<file path="src/rtl/evsamp_pkg.sv">
package evsamp_pkg;

  typedef enum logic {
    SMP_RANDOM = 1'b0,
    SMP_FULL   = 1'b1
  } smp_mode_e;

endpackage

</file>
<file path="src/rtl/evsamp_prescale.sv">
module evsamp_prescale #(
  parameter int PS_W = 16
) (
  input  logic            clk,
  input  logic            rst_n,
  input  logic            step,
  input  logic [PS_W-1:0] limit,
  output logic            fire
);

  logic [PS_W-1:0] cnt_q, cnt_d;
  logic            at_limit;

  always_comb begin
    at_limit = (limit <= PS_W'(1)) || (cnt_q >= (limit - PS_W'(1)));
    fire     = step && at_limit;
    cnt_d    = cnt_q;
    if (step) begin
      cnt_d = at_limit ? '0 : (cnt_q + PS_W'(1));
    end
  end

  always_ff @(posedge clk or negedge rst_n) begin
    if (!rst_n) begin
      cnt_q <= '0;
    end else if (step) begin
      cnt_q <= cnt_d;
    end
  end

  AST_PS_STILL_WHEN_IDLE: assert property (@(posedge clk) disable iff (!rst_n)
    !step |=> $stable(cnt_q)) else $error("prescale moved without a step");

endmodule

</file>
<file path="src/rtl/evsamp_bufpool.sv">
module evsamp_bufpool #(
  parameter int NBUF  = 4,
  parameter int IDX_W = $clog2(NBUF)
) (
  input  logic             clk,
  input  logic             rst_n,
  input  logic             alloc_req,
  input  logic             rel_valid,
  input  logic [IDX_W-1:0] rel_idx,
  output logic             any_free,
  output logic [IDX_W-1:0] free_idx,
  output logic [NBUF-1:0]  used
);

  logic [NBUF-1:0] used_q, used_d;
  logic            upd_en;

  always_comb begin
    any_free = 1'b0;
    free_idx = '0;
    for (int i = NBUF - 1; i >= 0; i--) begin
      if (!used_q[i]) begin
        any_free = 1'b1;
        free_idx = IDX_W'(i);
      end
    end
  end

  always_comb begin
    used_d = used_q;
    if (rel_valid && (32'(rel_idx) < NBUF)) begin
      used_d[rel_idx] = 1'b0;
    end
    if (alloc_req && any_free) begin
      used_d[free_idx] = 1'b1;
    end
    upd_en = rel_valid || (alloc_req && any_free);
  end

  always_ff @(posedge clk or negedge rst_n) begin
    if (!rst_n) begin
      used_q <= '0;
    end else if (upd_en) begin
      used_q <= used_d;
    end
  end

  assign used = used_q;

  AST_POOL_ALLOC_MARKS: assert property (@(posedge clk) disable iff (!rst_n)
    (alloc_req && any_free) |=> used_q[$past(free_idx)]) else $error("allocated buffer not marked");

  AST_POOL_RELEASE_CLEARS: assert property (@(posedge clk) disable iff (!rst_n)
    (rel_valid && !(alloc_req && any_free) && (32'(rel_idx) < NBUF)) |=> !used_q[$past(rel_idx)])
    else $error("released buffer still marked");

endmodule

</file>
<file path="src/rtl/evsamp_ctrl.sv">
module evsamp_ctrl
  import evsamp_pkg::*;
#(
  parameter int TYPE_W = 8,
  parameter int NBUF   = 4,
  parameter int NLINK  = 4,
  parameter int PS_W   = 16,
  parameter int SKIP_W = 16
) (
  input  logic                       clk,
  input  logic                       rst_n,
  input  logic                       cfg_mode,
  input  logic [(1<<TYPE_W)-1:0]     cfg_type_mask,
  input  logic [PS_W-1:0]            cfg_prescale,
  input  logic                       ev_valid,
  input  logic [TYPE_W-1:0]          ev_type,
  input  logic                       rel_valid,
  input  logic [$clog2(NBUF)-1:0]    rel_idx,
  output logic [NLINK-1:0]           smp_take,
  output logic [$clog2(NBUF)-1:0]    smp_idx,
  output logic [NBUF-1:0]            buf_used,
  output logic                       stall,
  output logic [SKIP_W-1:0]          skip_cnt
);

  localparam int IDX_W = $clog2(NBUF);

  smp_mode_e         mode;
  logic              accept, pass, fire, take, skip;
  logic              any_free;
  logic [IDX_W-1:0]  free_idx;
  logic              take_q;
  logic [IDX_W-1:0]  idx_q, idx_d;
  logic [SKIP_W-1:0] skip_q, skip_d;
  logic              skip_en;

  assign mode = smp_mode_e'(cfg_mode);

  always_comb begin
    stall   = (mode == SMP_FULL) && (&buf_used);
    accept  = ev_valid && !stall;
    pass    = accept && cfg_type_mask[ev_type];
    take    = fire && any_free;
    skip    = fire && !any_free && (mode == SMP_RANDOM);
    idx_d   = take ? free_idx : idx_q;
    skip_en = skip && (skip_q != '1);
    skip_d  = skip_q + SKIP_W'(1);
  end

  evsamp_prescale #(.PS_W(PS_W)) u_prescale (
    .clk   (clk),
    .rst_n (rst_n),
    .step  (pass),
    .limit (cfg_prescale),
    .fire  (fire)
  );

  evsamp_bufpool #(.NBUF(NBUF), .IDX_W(IDX_W)) u_pool (
    .clk       (clk),
    .rst_n     (rst_n),
    .alloc_req (take),
    .rel_valid (rel_valid),
    .rel_idx   (rel_idx),
    .any_free  (any_free),
    .free_idx  (free_idx),
    .used      (buf_used)
  );

  always_ff @(posedge clk or negedge rst_n) begin
    if (!rst_n) begin
      take_q <= 1'b0;
      idx_q  <= '0;
    end else begin
      take_q <= take;
      if (take) begin
        idx_q <= idx_d;
      end
    end
  end

  always_ff @(posedge clk or negedge rst_n) begin
    if (!rst_n) begin
      skip_q <= '0;
    end else if (skip_en) begin
      skip_q <= skip_d;
    end
  end

  for (genvar l = 0; l < NLINK; l++) begin : g_link
    assign smp_take[l] = take_q;
  end

  assign smp_idx  = idx_q;
  assign skip_cnt = skip_q;

  AST_STALL_BLOCKS_TAKE: assert property (@(posedge clk) disable iff (!rst_n)
    stall |=> !take_q) else $error("sample taken while stalled");

  AST_TAKE_OWNS_BUF: assert property (@(posedge clk) disable iff (!rst_n)
    take_q |-> buf_used[idx_q]) else $error("sampled buffer not held");

  AST_SKIP_ONLY_RANDOM: assert property (@(posedge clk) disable iff (!rst_n)
    (mode == SMP_FULL) |=> $stable(skip_cnt)) else $error("skip counted in full mode");

  AST_MASKED_NO_TAKE: assert property (@(posedge clk) disable iff (!rst_n)
    (ev_valid && !cfg_type_mask[ev_type] && !rel_valid) |=> (!take_q && $stable(buf_used)))
    else $error("masked event sampled");

endmodule

</file>
<file path="config.mk">
export PLATFORM = sky130hd
export DESIGN_NAME = evsamp_ctrl
export DESIGN_NICKNAME = d
export VERILOG_FILES = /design/src/rtl/evsamp_pkg.sv /design/src/rtl/evsamp_prescale.sv /design/src/rtl/evsamp_bufpool.sv /design/src/rtl/evsamp_ctrl.sv
export SDC_FILE = /design/constraint.sdc
export NUM_CORES = 1
export LEC_CHECK = 0
export ABC_AREA = 0
export BUFFER_PORTS_ARGS = -buffer_cell sky130_fd_sc_hd__buf_4
export CAP_MARGIN = 20
export CORE_AREA = 2 2 123 125
export DETAILED_ROUTE_END_ITERATION = 8
export DIE_AREA = 0 0 125 127
export GPL_ROUTABILITY_DRIVEN = 0
export GPL_TIMING_DRIVEN = 0
export PLACE_DENSITY_LB_ADDON = 0.25
export SLEW_MARGIN = 20
export SYNTH_ARGS = -nofsm -noshare
export SYNTH_HDL_FRONTEND = slang
export SYNTH_SLANG_ARGS = --single-unit
</file>
<file path="constraint.sdc">
create_clock -name clk -period 6.6 [get_ports clk]
set_input_delay 0.99 -clock clk [delete_from_list [all_inputs] [get_ports clk]]
set_output_delay 0.99 -clock clk [all_outputs]
set_load 0.005 [all_outputs]
</file>
After elaboration in Yosys (flattened, before gate mapping)
Cells that the tools add are included.

Input bits: 287. Word-level logic and storage cells: 53. Register bits after elaboration: 39.

Equal/unequal tests: 1. Reduce and logical (&&, ||, !) cells: 16. Mux-type cells: 17. $add $sub $neg: 3. Bitwise gates (word level): 4. $lt $le $gt $ge: 7.

Operators by type and width (count): $add A16 B1 Y16 const B (2); $ge A16 B16 Y1 (1); $le A16 B1 Y1 const B (1); $mux W16 (1); $ne A16 B16 Y1 const B (1); $sub A16 B1 Y16 const B (1); $logic_and A1 B1 Y1 (11); $lt A8 B9 Y1 const B (1); $bmux W1 S8 (1); $mux W2 (4); $mux W4 (2); $mux W1 (7); $lt A2 B3 Y1 const B (2); $and A4 B4 Y4 (1); $demux W1 S2 (2); $ge A2 B1 Y1 const B (2); $not A4 Y4 (1); $or A4 B4 Y4 (1); $reduce_and A4 Y1 (1); $logic_not A1 Y1 (2); $logic_or A1 B1 Y1 (2); $not A1 Y1 (1).

Depth between registers and ports, before layout
Depth after elaboration: 10. Gate-level depth with buffers: 14.

By module
Synthesis repeated with hierarchy kept, for this count alone.

Cell total of the unflattened synthesis: 482. Area, all modules: 4833.4 um2.

By module, submodules not included: evsamp_ctrl (area an instance 3191.8 um2, cells an instance 295, sequential area each 475.5 um2, times used 1); evsamp_prescale (area an instance 1442.6 um2, cells an instance 166, sequential area each 400.4 um2, times used 1); evsamp_bufpool (area an instance 198.9 um2, cells an instance 21, sequential area each 100.1 um2, times used 1).

Worst setup path after synthesis
OpenSTA, ideal clock, no wires.

Kind: input-to-reg. From: input cfg_prescale[4]. To: register skip_q[3] (netlist: skip_cnt[3]). Stages on the path: 14. Required time: 6.468 ns. Arrival time: 4.162 ns. Setup slack: 2.306 ns. Cells stage by stage: or4_1 -> nor3_1 -> nand2b_1 -> nor2_1 -> xnor2_1 -> ha_1 -> a21o_1 -> a21o_1 -> a221oi_1 -> o21ai_0 -> o21ai_0 -> clkbuf_1 -> nor3_1 -> xor2_1.

Longest elaborated chain between the ends: 7.

Ends and longest elaborated chain: from (decl) (RTL line evsamp_ctrl.sv:14) `input logic [PS_W-1:0] cfg_prescale,`; $sub A16 B1 Y16 (RTL line evsamp_prescale.sv:15) `at_limit = (limit <= PS_W'(1)) || (cnt_q >= (limit - PS_W'(1)));`; $ge A16 B16 Y1 (RTL line evsamp_prescale.sv:15); $logic_or A1 B1 Y1 * (RTL line evsamp_prescale.sv:15); $logic_and A1 B1 Y1 * (RTL line evsamp_prescale.sv:16) `fire = step && at_limit;`; $logic_and A1 B1 Y1 * (2 in series) (RTL line evsamp_ctrl.sv:44) `skip = fire && !any_free && (mode == SMP_RANDOM);`; $logic_and A1 B1 Y1 * (RTL line evsamp_ctrl.sv:46) `skip_en = skip && (skip_q != '1);`; to (signal assigned) (RTL line evsamp_ctrl.sv:85) `skip_q <= skip_d;`; to (decl) (RTL line evsamp_ctrl.sv:34) `logic [SKIP_W-1:0] skip_q, skip_d;`.

Mark *: on every way between the ends. The rest lies on a longest branch, timed or not. A chain may end at the register's enable or synchronous reset.

Worst setup path after layout
From: input cfg_prescale[4]. To: register skip_q[4] (netlist: skip_cnt[4]).

Same word-level chain as after synthesis.

==> flow_summary.ini <==
[worst_setup_path]
cpPeakStageDelay_ns = 0.56
path_max_fanout = 10
arrival_ns = 4.92
r2r_cells = 9
crit_path_cell_trace = buf_4 > or4_1 > nor3_1 > nand2b_1 > nor2_1 > xnor2_1 > ha_1 > a21o_1 > a21o_1 > a221oi_1 > o21ai_0 > o21ai_0 > clkbuf_1 > nor3_1 > xor2_1
required_ns = 6.75
crit_slowest_cell = or4_1
startpoint_type = primary input
crit_path_end_kind = flip-flop
worstSetupPathType = primary input to flip-flop

[floorplanning]
die_w_um = 125
row_count = 44
boundaryPins = 314
core_area_sq_um = 14400
start_util_pct = 35.5
dieArea_sq_um = 15900
die_y_um = 127

[global_routing]
grt_max_degree = 40
gr-total-overflow = 0
first_global_vias = 5865
grt_pass1_wl_mm = 31.3
grt_antenna_before_repair = 1
grt_util_all_layers_pct = 25.0

[cells_and_area]
final_cell_mix = 321 x buf_4, 44 x mux4_2, 39 x dfrtp_1
utilization_pct = 54.2
fin_nets = 1103
areaGrowthSynthToFinish_pct = 52.8
layout-drive-gt1-share_pct = 51.3
nFillCells = 1292
layout_commonest_cell = buf_4

[clocking]
cts_setup_buffers = 0
cts.clk_slew.worst_paths_ns = 0.06
clk_path_buf_depth = 2
cts_htree_levels = 2
cts_resized = 0
hold_buffers = 0
cts_tree = done
numClockSinks = 39
cts_root_buffer = clkbuf_16
cts_inserted_buffers = 5
worstSkewPairLatency_ns = 0.28

[sta]
finalSetupTns_ns = 0
final.setup_skew_ns = 0.00283
holdWs_ns = 0.502
setup_violations = 0
period_minus_slack_ns = 4.76
fmax_mhz = 210
rsz0062_at_grt = false
worst_pin_slew_ns = 1.05
maxSlewViolCount = 0
hold_viol = 0
final.period_utilization_pct = 72.2
slew_headroom_pct = 29.1

[routing]
totalWireLength_mm = 20.6
vias_per_cell = 5.62
drtAntennaViolNets = 0
post_drt_wl_per_cell_um = 21.0
vias = 5517
first_pass_iters = 5
initialDrtViolationCount = 370
drc = 0

[synthesis]
yosys_warnings = 0
yosys_most_used_dff = dfrtp_1
synth_nets = 786
syn-cell-area_sq_um = 5110
synth-seq-cells = 39
synth_edf_count = 0
synth.yosys.seq_area_share_pct = 19.1
syn_avg_cell_area_sq_um = 10.7
synth_async_sr_flop_share_pct = 100
netlist-cell-type-count = 59
synthCells = 479

[pwr]
leakagePower_uw = 0.00372
power_frac_comb_pct = 47.7
power_switching_share_pct = 33.2
seq_power_share_pct = 30.4
p_int_uw = 707
power_density_nw_per_um2 = 135
peakVddDrop_mv = 0.108
power.switching_uw = 351
power.share.clock_pct = 21.9

[min_path]
hp-class = flip-flop to flip-flop
hold_depth = 1

[run_status]
status = finished, final reports clean

[flow_run]
cap_violations = 0

[placed_design]
hpwl_mm = 17.5
io_buffers = 310
[worst max-delay path, delay by kind of cell]
kind / cells / cell delay, ns
adders and majority gates: 1 / 0.27
AOI/OAI and AO/OA: 5 / 1.36
buffers and inverters: 2 / 0.64
xor gates and xnor gates: 2 / 0.31
and+or+nand+nor: 5 / 1.34
[synth_stat cells (all sizes together), types with 2 or more instances]
cell type | number | area (sq um)
nor4 | 11 | 118
o31a | 2 | 17.5
a21oi | 10 | 50.1
a221oi | 2 | 23.8
inv | 13 | 48.8
clkbuf | 8 | 30.0
xnor2 | 13 | 114
and3 | 11 | 68.8
a22oi | 8 | 60.1
a41oi | 4 | 35.0
and2 | 2 | 12.5
o41ai | 3 | 26.3
mux2i | 18 | 180
mux4 | 63 | 1490
nor3 | 25 | 125
o31ai | 2 | 15.0
nand2b | 11 | 68.8
nand3 | 26 | 130
xor2 | 13 | 114
nand2 | 32 | 120
a31oi | 2 | 12.5
a211oi | 2 | 20.0
ha | 20 | 250
mux2 | 10 | 113
nor2b | 10 | 62.6
o21ai | 28 | 140
dfrtp | 39 | 976
buf | 29 | 302
or3 | 2 | 12.5
nand4 | 7 | 43.8
a21o | 7 | 52.6
a32o | 2 | 20.0
nor2 | 24 | 90.1
nor4b | 3 | 26.3
or4 | 3 | 22.5
[path summary, 6_finish.rpt]
kind	startpoint	slack (ns)	endpoint
max reg2reg	u_prescale.cnt_q[13]	3.56	skip_cnt[4]
min reg2reg	skip_cnt[8]	0.50	skip_cnt[8]
max in group asynchronous	rst_n	5.57	u_prescale.cnt_q[9]
min	skip_cnt[8]	0.50	skip_cnt[8]
min in group asynchronous	rst_n	0.68	skip_cnt[8]
max	cfg_prescale[4]	1.84	skip_cnt[4]
[state kept, by name, summed over array words and instances (netlist names)]
signal            flops
skip_cnt             16
take_q                1
smp_idx               2
u_prescale.cnt_q     16
u_pool.used           4
[stage by stage]
stage | cells | power [uW] | setup WS (ns) | area, sq um
finish | 982 | 1060 | 1.84 | 7810
global route | 982 | 1120 | 1.54 | 7810
CTS | 981 | 1060 | 1.84 | 7810
detailed placement | 973 | 826 | 1.57 | 7670
global placement | 973 | 809 | 1.59 | 7670
floorplan | 479 | 576 | 2.31 | 5110
[per-layer routing]
layer	GRT usage, %	wire [um]	vias up
li1	-	-	2544
met1	29.6	7920	2729
met2	47.0	11000	212
met3	4.23	1250	32
met4	6.34	391	0
met5	0	0	-
[final cells by class]
class	count	area, sq um	area share [%]
multi-input cells	390	3760	48.1
repair buffers	310	2330	29.8
flip-flops and latches	39	976	12.5
plain buffers	37	332	4.24
well taps	184	230	2.95
clock buffers	7	133	1.70
inverters	13	48.8	0.625
clock inverters	1	5.00	0.0641
diodes	1	2.50	0.0320
[power groups by stage]
stage / registers [uW] / logic, uW / clock network, uW
floorplan: 312 / 264 / 0
global placement: 321 / 489 / 0
detailed placement: 324 / 502 / 0
CTS: 321 / 505 / 235
global route: 328 / 548 / 244
finish: 322 / 504 / 231
[kinds of logic after synthesis]
family | after synthesis | share of synthesized area (%)
AOI/OAI and AO/OA | 81 | 10.9
xor gates and xnor gates | 26 | 4.45
adders and majority gates | 20 | 4.89
buffers and inverters | 50 | 7.44
DFF | 39 | 19.1
muxes | 91 | 34.9
and+or+nand+nor | 172 | 18.4
Note: power is estimated with default switching activity, not from simulation.
